### config.mk
export PLATFORM = sky130hd
export DESIGN_NAME = dram_refresh_seq
export DESIGN_NICKNAME = d
export VERILOG_FILES = /design/src/rtl/rfs_pkg.sv /design/src/rtl/rfs_tick_gen.sv /design/src/rtl/rfs_pend_ctr.sv /design/src/rtl/rfs_cycle_fsm.sv /design/src/rtl/dram_refresh_seq.sv
export SDC_FILE = /design/constraint.sdc
export NUM_CORES = 1
export LEC_CHECK = 0
export ABC_AREA = 1
export BUFFER_PORTS_ARGS = -buffer_cell sky130_fd_sc_hd__clkbuf_2
export CORE_MARGIN = 3
export CORE_UTILIZATION = 40
export DETAILED_ROUTE_END_ITERATION = 10
export REMOVE_ABC_BUFFERS = 1
export SLEW_MARGIN = 0
export SYNTH_ARGS = -nofsm -noshare
export SYNTH_HDL_FRONTEND = slang
export SYNTH_SLANG_ARGS = --single-unit
export TNS_END_PERCENT = 5
### constraint.sdc
create_clock -name clk -period 3 [get_ports clk]
set_input_delay 0 -clock clk [delete_from_list [all_inputs] [get_ports clk]]
set_output_delay 0 -clock clk [all_outputs]
set_load 0.005 [all_outputs]
### src/rtl/rfs_pkg.sv
package rfs_pkg;

  typedef enum logic [2:0] {
    ST_PAUSE = 3'd0,
    ST_IDLE  = 3'd1,
    ST_LEAD  = 3'd2,
    ST_ACT   = 3'd3,
    ST_PRE   = 3'd4
  } rfs_state_e;

  // Round a time in ns up to whole clocks of clk_ps picoseconds.
  function automatic int unsigned ns_to_cyc(input int unsigned ns,
                                            input int unsigned clk_ps);
    return (ns * 1000 + clk_ps - 1) / clk_ps;
  endfunction

  function automatic int unsigned max2(input int unsigned a,
                                       input int unsigned b);
    return (a > b) ? a : b;
  endfunction

endpackage

### src/rtl/rfs_tick_gen.sv
module rfs_tick_gen #(
  parameter int unsigned N_INT = 780
) (
  input  logic clk,
  input  logic rst_n,
  input  logic en,
  output logic tick
);
  localparam int unsigned W = (N_INT > 1) ? $clog2(N_INT) : 1;
  localparam logic [W-1:0] LAST = W'(N_INT - 1);

  logic [W-1:0] cnt_q, cnt_d;

  always_comb begin
    if (!en)               cnt_d = '0;
    else if (cnt_q == LAST) cnt_d = '0;
    else                   cnt_d = cnt_q + W'(1);
  end

  always_ff @(posedge clk or negedge rst_n) begin
    if (!rst_n) cnt_q <= '0;
    else        cnt_q <= cnt_d;
  end

  assign tick = en && (cnt_q == LAST);
endmodule

### src/rtl/rfs_pend_ctr.sv
module rfs_pend_ctr #(
  parameter int unsigned PEND_MAX = 4
) (
  input  logic clk,
  input  logic rst_n,
  input  logic inc,
  input  logic dec,
  output logic pend_nz
);
  localparam int unsigned PW = $clog2(PEND_MAX + 1);
  localparam logic [PW-1:0] TOP = PW'(PEND_MAX);

  logic [PW-1:0] pend_q, pend_d;
  logic          pend_en;

  always_comb begin
    pend_d  = pend_q;
    pend_en = 1'b0;
    unique case ({inc, dec})
      2'b10: if (pend_q != TOP) begin
        pend_d  = pend_q + PW'(1);
        pend_en = 1'b1;
      end
      2'b01: if (pend_q != '0) begin
        pend_d  = pend_q - PW'(1);
        pend_en = 1'b1;
      end
      default: ;
    endcase
  end

  always_ff @(posedge clk or negedge rst_n) begin
    if (!rst_n)       pend_q <= '0;
    else if (pend_en) pend_q <= pend_d;
  end

  assign pend_nz = (pend_q != '0);
endmodule

### src/rtl/rfs_cycle_fsm.sv
module rfs_cycle_fsm
  import rfs_pkg::*;
#(
  parameter int unsigned N_PAUSE     = 5000,
  parameter int unsigned N_CSR       = 1,
  parameter int unsigned N_CHR       = 1,
  parameter int unsigned N_RAS       = 4,
  parameter int unsigned N_PRE       = 3,
  parameter int unsigned INIT_CYCLES = 8
) (
  input  logic clk,
  input  logic rst_n,
  input  logic pend_nz,
  input  logic gnt,
  output logic ras_n,
  output logic cas_n,
  output logic busy,
  output logic ready,
  output logic take
);
  localparam int unsigned CMAX = max2(max2(N_PAUSE, N_RAS), max2(N_PRE, N_CSR));
  localparam int unsigned CW   = $clog2(CMAX + 1);
  localparam int unsigned IW   = $clog2(INIT_CYCLES + 1);
  localparam logic [CW-1:0] C_PAUSE = CW'(N_PAUSE - 1);
  localparam logic [CW-1:0] C_CSR   = CW'(N_CSR - 1);
  localparam logic [CW-1:0] C_RAS   = CW'(N_RAS - 1);
  localparam logic [CW-1:0] C_PRE   = CW'(N_PRE - 1);
  localparam logic [CW-1:0] C_CHR   = CW'(N_CHR);

  rfs_state_e    st_q, st_d;
  logic [CW-1:0] cnt_q, cnt_d;
  logic [IW-1:0] init_q, init_d;
  logic          rdy_q, rdy_d;
  logic          ras_d, cas_d;

  always_comb begin
    st_d   = st_q;
    cnt_d  = cnt_q + CW'(1);
    init_d = init_q;
    rdy_d  = rdy_q;
    take   = 1'b0;
    unique case (st_q)
      ST_PAUSE: if (cnt_q == C_PAUSE) begin
        st_d   = ST_LEAD;
        cnt_d  = '0;
        init_d = init_q - IW'(1);
      end
      ST_IDLE: begin
        cnt_d = '0;
        if (pend_nz && gnt) begin
          st_d = ST_LEAD;
          take = 1'b1;
        end
      end
      ST_LEAD: if (cnt_q == C_CSR) begin
        st_d  = ST_ACT;
        cnt_d = '0;
      end
      ST_ACT: if (cnt_q == C_RAS) begin
        st_d  = ST_PRE;
        cnt_d = '0;
      end
      ST_PRE: if (cnt_q == C_PRE) begin
        cnt_d = '0;
        if (!rdy_q) begin
          if (init_q != '0) begin
            st_d   = ST_LEAD;
            init_d = init_q - IW'(1);
          end else begin
            st_d  = ST_IDLE;
            rdy_d = 1'b1;
          end
        end else if (pend_nz) begin
          st_d = ST_LEAD;
          take = 1'b1;
        end else begin
          st_d = ST_IDLE;
        end
      end
      default: begin
        st_d  = ST_IDLE;
        cnt_d = '0;
      end
    endcase
    ras_d = (st_d != ST_ACT);
    cas_d = !((st_d == ST_LEAD) || ((st_d == ST_ACT) && (cnt_d < C_CHR)));
  end

  always_ff @(posedge clk or negedge rst_n) begin
    if (!rst_n) begin
      st_q   <= ST_PAUSE;
      cnt_q  <= '0;
      init_q <= IW'(INIT_CYCLES);
      rdy_q  <= 1'b0;
      ras_n  <= 1'b1;
      cas_n  <= 1'b1;
    end else begin
      st_q   <= st_d;
      cnt_q  <= cnt_d;
      init_q <= init_d;
      rdy_q  <= rdy_d;
      ras_n  <= ras_d;
      cas_n  <= cas_d;
    end
  end

  assign busy  = (st_q == ST_LEAD) || (st_q == ST_ACT) || (st_q == ST_PRE);
  assign ready = rdy_q;
endmodule

### src/rtl/dram_refresh_seq.sv
module dram_refresh_seq
  import rfs_pkg::*;
#(
  parameter int unsigned CLK_PS       = 20000,
  parameter int unsigned T_REF_INT_NS = 15600,
  parameter int unsigned T_PAUSE_NS   = 100000,
  parameter int unsigned T_CSR_NS     = 10,
  parameter int unsigned T_CHR_NS     = 10,
  parameter int unsigned T_RPC_NS     = 10,
  parameter int unsigned T_CPN_NS     = 10,
  parameter int unsigned T_RAS_NS     = 80,
  parameter int unsigned T_RP_NS      = 60,
  parameter int unsigned T_RC_NS      = 145,
  parameter int unsigned INIT_CYCLES  = 8,
  parameter int unsigned PEND_MAX     = 4
) (
  input  logic       clk,
  input  logic       rst_n,
  input  logic       rfs_gnt,
  output logic       rfs_req,
  output logic       bus_own,
  output logic       host_ok,
  output logic       ready,
  output logic       ras_n,
  output logic       cas_n,
  output logic [1:0] we_n,
  output logic       dq_oe
);
  localparam int unsigned N_CSR   = max2(ns_to_cyc(T_CSR_NS, CLK_PS), 1);
  localparam int unsigned N_CHR   = max2(ns_to_cyc(T_CHR_NS, CLK_PS), 1);
  localparam int unsigned N_RAS   = max2(ns_to_cyc(T_RAS_NS, CLK_PS), N_CHR + 1);
  localparam int unsigned N_RC    = ns_to_cyc(T_RC_NS, CLK_PS);
  localparam int unsigned N_RCTL  = (N_RC > N_RAS + N_CSR) ? N_RC - N_RAS - N_CSR : 1;
  localparam int unsigned N_PRE   = max2(max2(ns_to_cyc(T_RP_NS, CLK_PS),
                                              ns_to_cyc(T_RPC_NS, CLK_PS)),
                                         max2(ns_to_cyc(T_CPN_NS, CLK_PS), N_RCTL));
  localparam int unsigned N_PAUSE = max2(ns_to_cyc(T_PAUSE_NS, CLK_PS), 1);
  localparam int unsigned N_INT   = max2((T_REF_INT_NS * 1000) / CLK_PS, 2);

  logic tick, take, pend_nz, busy, rdy;

  rfs_tick_gen #(.N_INT(N_INT)) u_tick (
    .clk(clk), .rst_n(rst_n), .en(rdy), .tick(tick)
  );

  rfs_pend_ctr #(.PEND_MAX(PEND_MAX)) u_pend (
    .clk(clk), .rst_n(rst_n), .inc(tick), .dec(take), .pend_nz(pend_nz)
  );

  rfs_cycle_fsm #(
    .N_PAUSE(N_PAUSE), .N_CSR(N_CSR), .N_CHR(N_CHR),
    .N_RAS(N_RAS), .N_PRE(N_PRE), .INIT_CYCLES(INIT_CYCLES)
  ) u_fsm (
    .clk(clk), .rst_n(rst_n), .pend_nz(pend_nz), .gnt(rfs_gnt),
    .ras_n(ras_n), .cas_n(cas_n), .busy(busy), .ready(rdy), .take(take)
  );

  assign ready   = rdy;
  assign bus_own = busy;
  assign rfs_req = rdy && (pend_nz || busy);
  assign host_ok = rdy && !rfs_req;
  assign we_n    = 2'b11;
  assign dq_oe   = 1'b0;
endmodule

==> impl_metrics.ini, run 1 <==
[run_status]
status = finished, final reports clean

[yosys]
ys_seq_elements = 36
yosys.cell_types.count = 34
synth_area_sq_um = 2330
async_reset_ff_share_pct = 100
postSynthCellCount = 315
synth_warnings = 0
synthFlopType = dfrtp_1
synth_seq_area_share_pct = 38.8
synth-edff-count = 0
syn-mean-instance-area_sq_um = 7.41

[grt]
grtUsageTotal_pct = 15.8
grt_max_degree = 37
gr-usage-met3_pct = 2.93
antenna_found_initial = 0
busiest_layer = met2
grt-ovfl-total = 0
first_global_vias = 1781
grt_use_met1_pct = 22.5
met2_usage_pct = 24.4
grt_pass1_wl_mm = 8.18

[critical_path]
worst_setup_path_end_kind = flip-flop
start_kind = flip-flop
critical_path_class = reg2reg
required_ps = 3220
cp_slowest_cell = dfrtp_1
arrival_ps = 2930
critPathMaxFanout = 7
path_cells = inv_2 > ha_1 > nand2_1 > nor2_1 > nand2_1 > nor2_2 > a21oi_1 > inv_1 > ha_1 > inv_1 > fa_1 > or2_2 > a21oi_1 > xor2_1
slowest_delay_ps = 420

[pwr]
pwr-share-seq_pct = 36.3
leakagePower_nw = 1.22
p_int_w = 0.00105
power.density_nw_per_um2 = 746
p_total_w = 0.00189
p_sw_w = 0.000840
vdd_drop_max_mv = 0.532
switching_share_pct = 44.4
combPwrFrac_pct = 45.0
clkPwrFrac_pct = 18.7

[finish]
layout.nets = 339
multi_input_area_sq_um = 1240
final_core_util_pct = 45.5
n_antenna_cell = 0
area_growth_pct = 8.58
final_cell_mix = 69 x nand2_1, 44 x nor2_1, 33 x nand3_1, 33 x dfrtp_1, 31 x inv_1
layout_commonest_cell = nand2_1
seq_area_sq_um = 905
drive_gt1_share_pct = 17.3
fillerInstances = 562

[clock_tree]
h-tree-depth = 2
cts_setup_buffers = 0
path_clk_slew_ps = 80
clock-root-buffer = clkbuf_8
cts.path.max_buffers = 2
cts_tree = yes
cts.sinks = 36
insertion_delay_ps = 290
cts_buffers = 5

[run]
drv_cap = 0

[place]
dp_slack_ps = 162
hpwlAfterDp_mm = 3.65
gp_congestion = 0.830
io_buffer_count = 8

[sta]
rsz0062_at_grt = no
max_freq_ghz = 0.369
worstMarginPinSlew_ps = 900
skew_ps = 11.0
period_share_pct = 90.4
drv_slew = 0
hold_ws_ps = 129
finalHoldViolCount = 0
period_minus_slack_ps = 2710
setup_slack_ps = 287
tns_ps = 0
setup_viol = 0
relSlewSlack_pct = 40.0

[drt]
vias = 1926
first_iter_violations = 122
firstDrtPassIters = 4
wirelength_mm = 4.81
avgViaCountPerCell = 4.80
drcViolationCount = 0
drtAntennaViolNets = 0
avgRoutedWirePerCell_um = 12.0

[floorplanning]
fp.coreArea_sq_um = 5570
num_rows = 27
dieHeight_um = 82.4
die_w_um = 82.4
dieArea_sq_um = 6790
initial_core_util_pct = 41.9
ioPinCount = 12

[min_path]
hold_path.class = in2reg
## cells by family after synthesis
group / share of synthesized area, %
other: 0.322
AOI/OAI and AO/OA: 7.35
DFF: 38.8
and+or+nand+nor: 37.3
xor gates and xnor gates: 3.32
adders and majority gates: 4.61
buffers and inverters: 8.36
## synthesized netlist by cell type, drive strengths merged (2+ instances only)
cell	number	area, sq um
or2	3	18.8
nor3	7	35.0
nand2	76	308
nor2	55	251
conb	2	7.51
o21ai	10	50.0
buf	4	33.8
o31ai	2	15.0
dfrtp	33	826
ha	7	87.6
dfstp	3	78.8
xor2	7	61.3
a21oi	9	45.0
clkinv	2	7.51
o211ai	5	47.5
inv	41	154
nand3	37	205
nand4	5	31.3
## through the flow
stage / cell area, sq um / std cells
final: 2530 / 401
after global routing: 2530 / 401
after CTS: 2530 / 401
after detailed placement: 2430 / 392
after global placement: 2430 / 392
after floorplan: 2300 / 312
## power by group through the flow
stage	logic, W	registers (W)	clock network [W]
after floorplan	0.000636	0.000681	0
after global placement	0.000839	0.000691	0
after detailed placement	0.000841	0.000693	0
after CTS	0.000851	0.000685	0.000361
after global routing	0.000976	0.000698	0.000382
final	0.000851	0.000686	0.000353
## path summary, 6_finish.rpt
check / endpoint / slack (ps) / startpoint / depth (start not counted)
max: u_pend.pend_q[2]$_DFFE_PN0P_ / 290 / u_fsm.cnt_q[0]$_DFF_PN0_ / 14
min reg2reg: u_fsm.init_q[3]$_DFFE_PN1P_ / 510 / u_fsm.init_q[3]$_DFFE_PN1P_ / 1
max reg2reg: u_pend.pend_q[2]$_DFFE_PN0P_ / 290 / u_fsm.cnt_q[0]$_DFF_PN0_ / 14
min in group asynchronous: u_tick.cnt_q[6]$_DFF_PN0_ / 360 / rst_n / 2
max in group asynchronous: u_fsm.cnt_q[5]$_DFF_PN0_ / 2070 / rst_n / 2
min: u_fsm.st_q[1]$_DFF_PN0_ / 130 / rfs_gnt / 5
## per-layer routing
metal	up-vias	part of all wire [%]
met5	-	0
met4	0	0.75
met3	4	2.7
met2	23	45
met1	873	51
li1	1026	-
## critical path, delay by kind of cell (launching register included)
family | cells | cell delay, ps
adders and majority gates | 3 | 730
AOI/OAI and AO/OA | 2 | 290
xor gates and xnor gates | 1 | 170
DFF | 1 | 420
and+or+nand+nor | 5 | 770
buffers and inverters | 3 | 280
## flip-flops by register name, summed over array words and instances (netlist names)
signal / cells
u_fsm.cas_n: 1
u_fsm.cnt_q: 13
u_fsm.init_q: 4
u_fsm.ras_n: 1
u_fsm.ready: 1
u_fsm.st_q: 3
u_pend.pend_q: 3
u_tick.cnt_q: 10
## final cells by class
class / count / share of cell area (%)
clock buffers: 5 / 2.72
clock inverters: 3 / 0.741
inverters: 43 / 6.37
multi-input cells: 233 / 48.9
flip-flops and latches: 36 / 35.7
well taps: 72 / 3.56
repair buffers: 9 / 1.98
## timing repair
action | CTS | global route
resized for setup | 0 | 2
endpoints found under the hold margin | 33 | 0
hold buffers | 1 | 0
endpoints found under the setup margin | 0 | 1
Power figures use the tool's default switching activity.
==> inputs of run 2 (changes only) <==
RECOVER_POWER = 25   (was unset)
==> run 2 against run 1 <==
Net effect: the run now ends with capacitance limit, slew limit left; first-iteration DRC count is the same; fmax rose by 0.19%; non-clock buffer count stayed put; critical endpoint unchanged.
==> impl_metrics.ini, run 2 (synthesis gave the netlist of run 1 again) <==
[run_status]
status = finished, violations left
violations = capacitance limit, slew limit

[finish]
top_register = u_fsm.cnt_q
layout.nets = 339
final_core_util_pct = 45.4
n_antenna_cell = 0
final_cell_mix = 69 x nand2_1, 44 x nor2_1, 33 x nand3_1, 33 x dfrtp_1, 31 x inv_1
reg_top3 = u_fsm.cnt_q: 13 flops, u_tick.cnt_q: 10 flops, u_fsm.init_q: 4 flops
drive_gt1_share_pct = 16.1
area_growth_pct = 8.36
layout_commonest_cell = nand2_1
instances_no_fill = 401
largest_reg_flops = 13

[sta]
worstMarginPinSlew_ps = 1950
rsz0062_at_grt = no
relSlewSlack_pct = -29.7
hold_ws_ps = 129
period_minus_slack_ps = 2710
drv_slew = 37
finalHoldViolCount = 0
max_freq_ghz = 0.369
tns_ps = 0
period_share_pct = 90.3
skew_ps = 11.0
setup_viol = 0

[critical_path]
crit_path_start = u_fsm.cnt_q[0]$_DFF_PN0_
critPathMaxFanout = 7
worst_setup_path_end_kind = flip-flop
r2r_start = u_fsm.cnt_q[0]$_DFF_PN0_
rr_worst_depth = 14
start_kind = flip-flop
rrSetupSlack_ps = 290
r2r-end = u_pend.pend_q[2]$_DFFE_PN0P_
critical_path_class = reg2reg
required_ps = 3220
arrival_ps = 2930

[drt]
avgViaCountPerCell = 4.81
avgRoutedWirePerCell_um = 12.0
first_iter_violations = 122
firstDrtPassIters = 4
drtAntennaViolNets = 0
vias = 1929
drcViolationCount = 0
wirelength_mm = 4.80

[grt]
grt-ovfl-total = 0
grt_max_degree = 37
first_global_vias = 1781
antenna_found_initial = 0
grt_pass1_wl_mm = 8.18
grtUsageTotal_pct = 15.8

[run]
drv_cap = 1

[floorplanning]
initial_core_util_pct = 41.9
ioPinCount = 12
num_rows = 27
die_w_um = 82.4
fp.coreArea_sq_um = 5570
dieArea_sq_um = 6790
dieHeight_um = 82.4

[clock_tree]
cts_tree = yes
clock-root-buffer = clkbuf_8
path_clk_slew_ps = 80
cts_buffers = 5
h-tree-depth = 2
cts.path.max_buffers = 2
insertion_delay_ps = 290
cts.sinks = 36

[pwr]
vdd_drop_max_mv = 0.531
p_total_w = 0.00189
power.density_nw_per_um2 = 745
leakagePower_nw = 1.21

[place]
gp_congestion = 0.830
hpwlAfterDp_mm = 3.65
numPlacedInstances = 392
io_buffer_count = 8

[min_path]
holdCritStartpoint = rfs_gnt
min_delay_path_depth = 5
hold_path.class = in2reg
min_delay_worst_endpoint = u_fsm.st_q[1]$_DFF_PN0_
-- run 2: stage by stage --
stage,cell area (sq um),setup WS [ps]
3_5_place_dp,2430,162
3_3_place_gp,2430,291
6_report,2530,292
2_1_floorplan,2300,462
4_1_cts,2530,171
5_1_grt,2530,41.2
-- run 2: layout make-up --
class / count / area [sq um]
multi-input cells: 233 / 1240
inverters: 43 / 161
clock inverters: 3 / 18.8
flip-flops and latches: 36 / 905
clock buffers: 5 / 68.8
fillers: 562 / 3050
repair buffers: 9 / 45.0
well taps: 72 / 90.1
-- run 2: worst max-delay path by stage --
stage / to / cells after the start / slack (ps)
after global placement: u_pend.pend_q[2]$_DFFE_PN0P_ / 14 / 290
after global routing: u_pend.pend_q[2]$_DFFE_PN0P_ / 14 / 40
after floorplan: u_pend.pend_q[2]$_DFFE_PN0P_ / 14 / 460
after detailed placement: u_pend.pend_q[2]$_DFFE_PN0P_ / 14 / 160
after CTS: u_pend.pend_q[2]$_DFFE_PN0P_ / 14 / 170
final: u_pend.pend_q[2]$_DFFE_PN0P_ / 14 / 290
-- run 2: repair_timing --
action	in CTS	in global routing
setup endpoints to repair	0	1
hold endpoints to repair	33	0
hold buffers	1	0
buffers inserted	0	0
resized for setup	0	2
-- run 2: report_power, final --
group	switching [W]	internal (W)	leakage, nW	total (W)
combinational	0.000558	0.000288	0.703	0.000846
sequential	0.0000880	0.000598	0.454	0.000686
clock	0.000191	0.000162	0.0479	0.000353
total	0.000837	0.00105	1.21	0.00189
-- run 2: critical path, stage by stage (launching register included) --
cell and delay, ps:
dfrtp_1 420, inv_2 130, ha_1 150, nand2_1 50
nor2_1 110, nand2_1 150, nor2_2 170, a21oi_1 110
inv_1 70, ha_1 200, inv_1 80, fa_1 380
or2_2 280, a21oi_1 180, xor2_1 170
-- run 2: per-layer routing --
metal	vias up	global-route usage, %	wire length (um)
met5	-	0	0
met4	0	4.49	36
met3	4	2.93	124
met2	21	24.4	2190
met1	878	22.5	2450
li1	1026	-	-
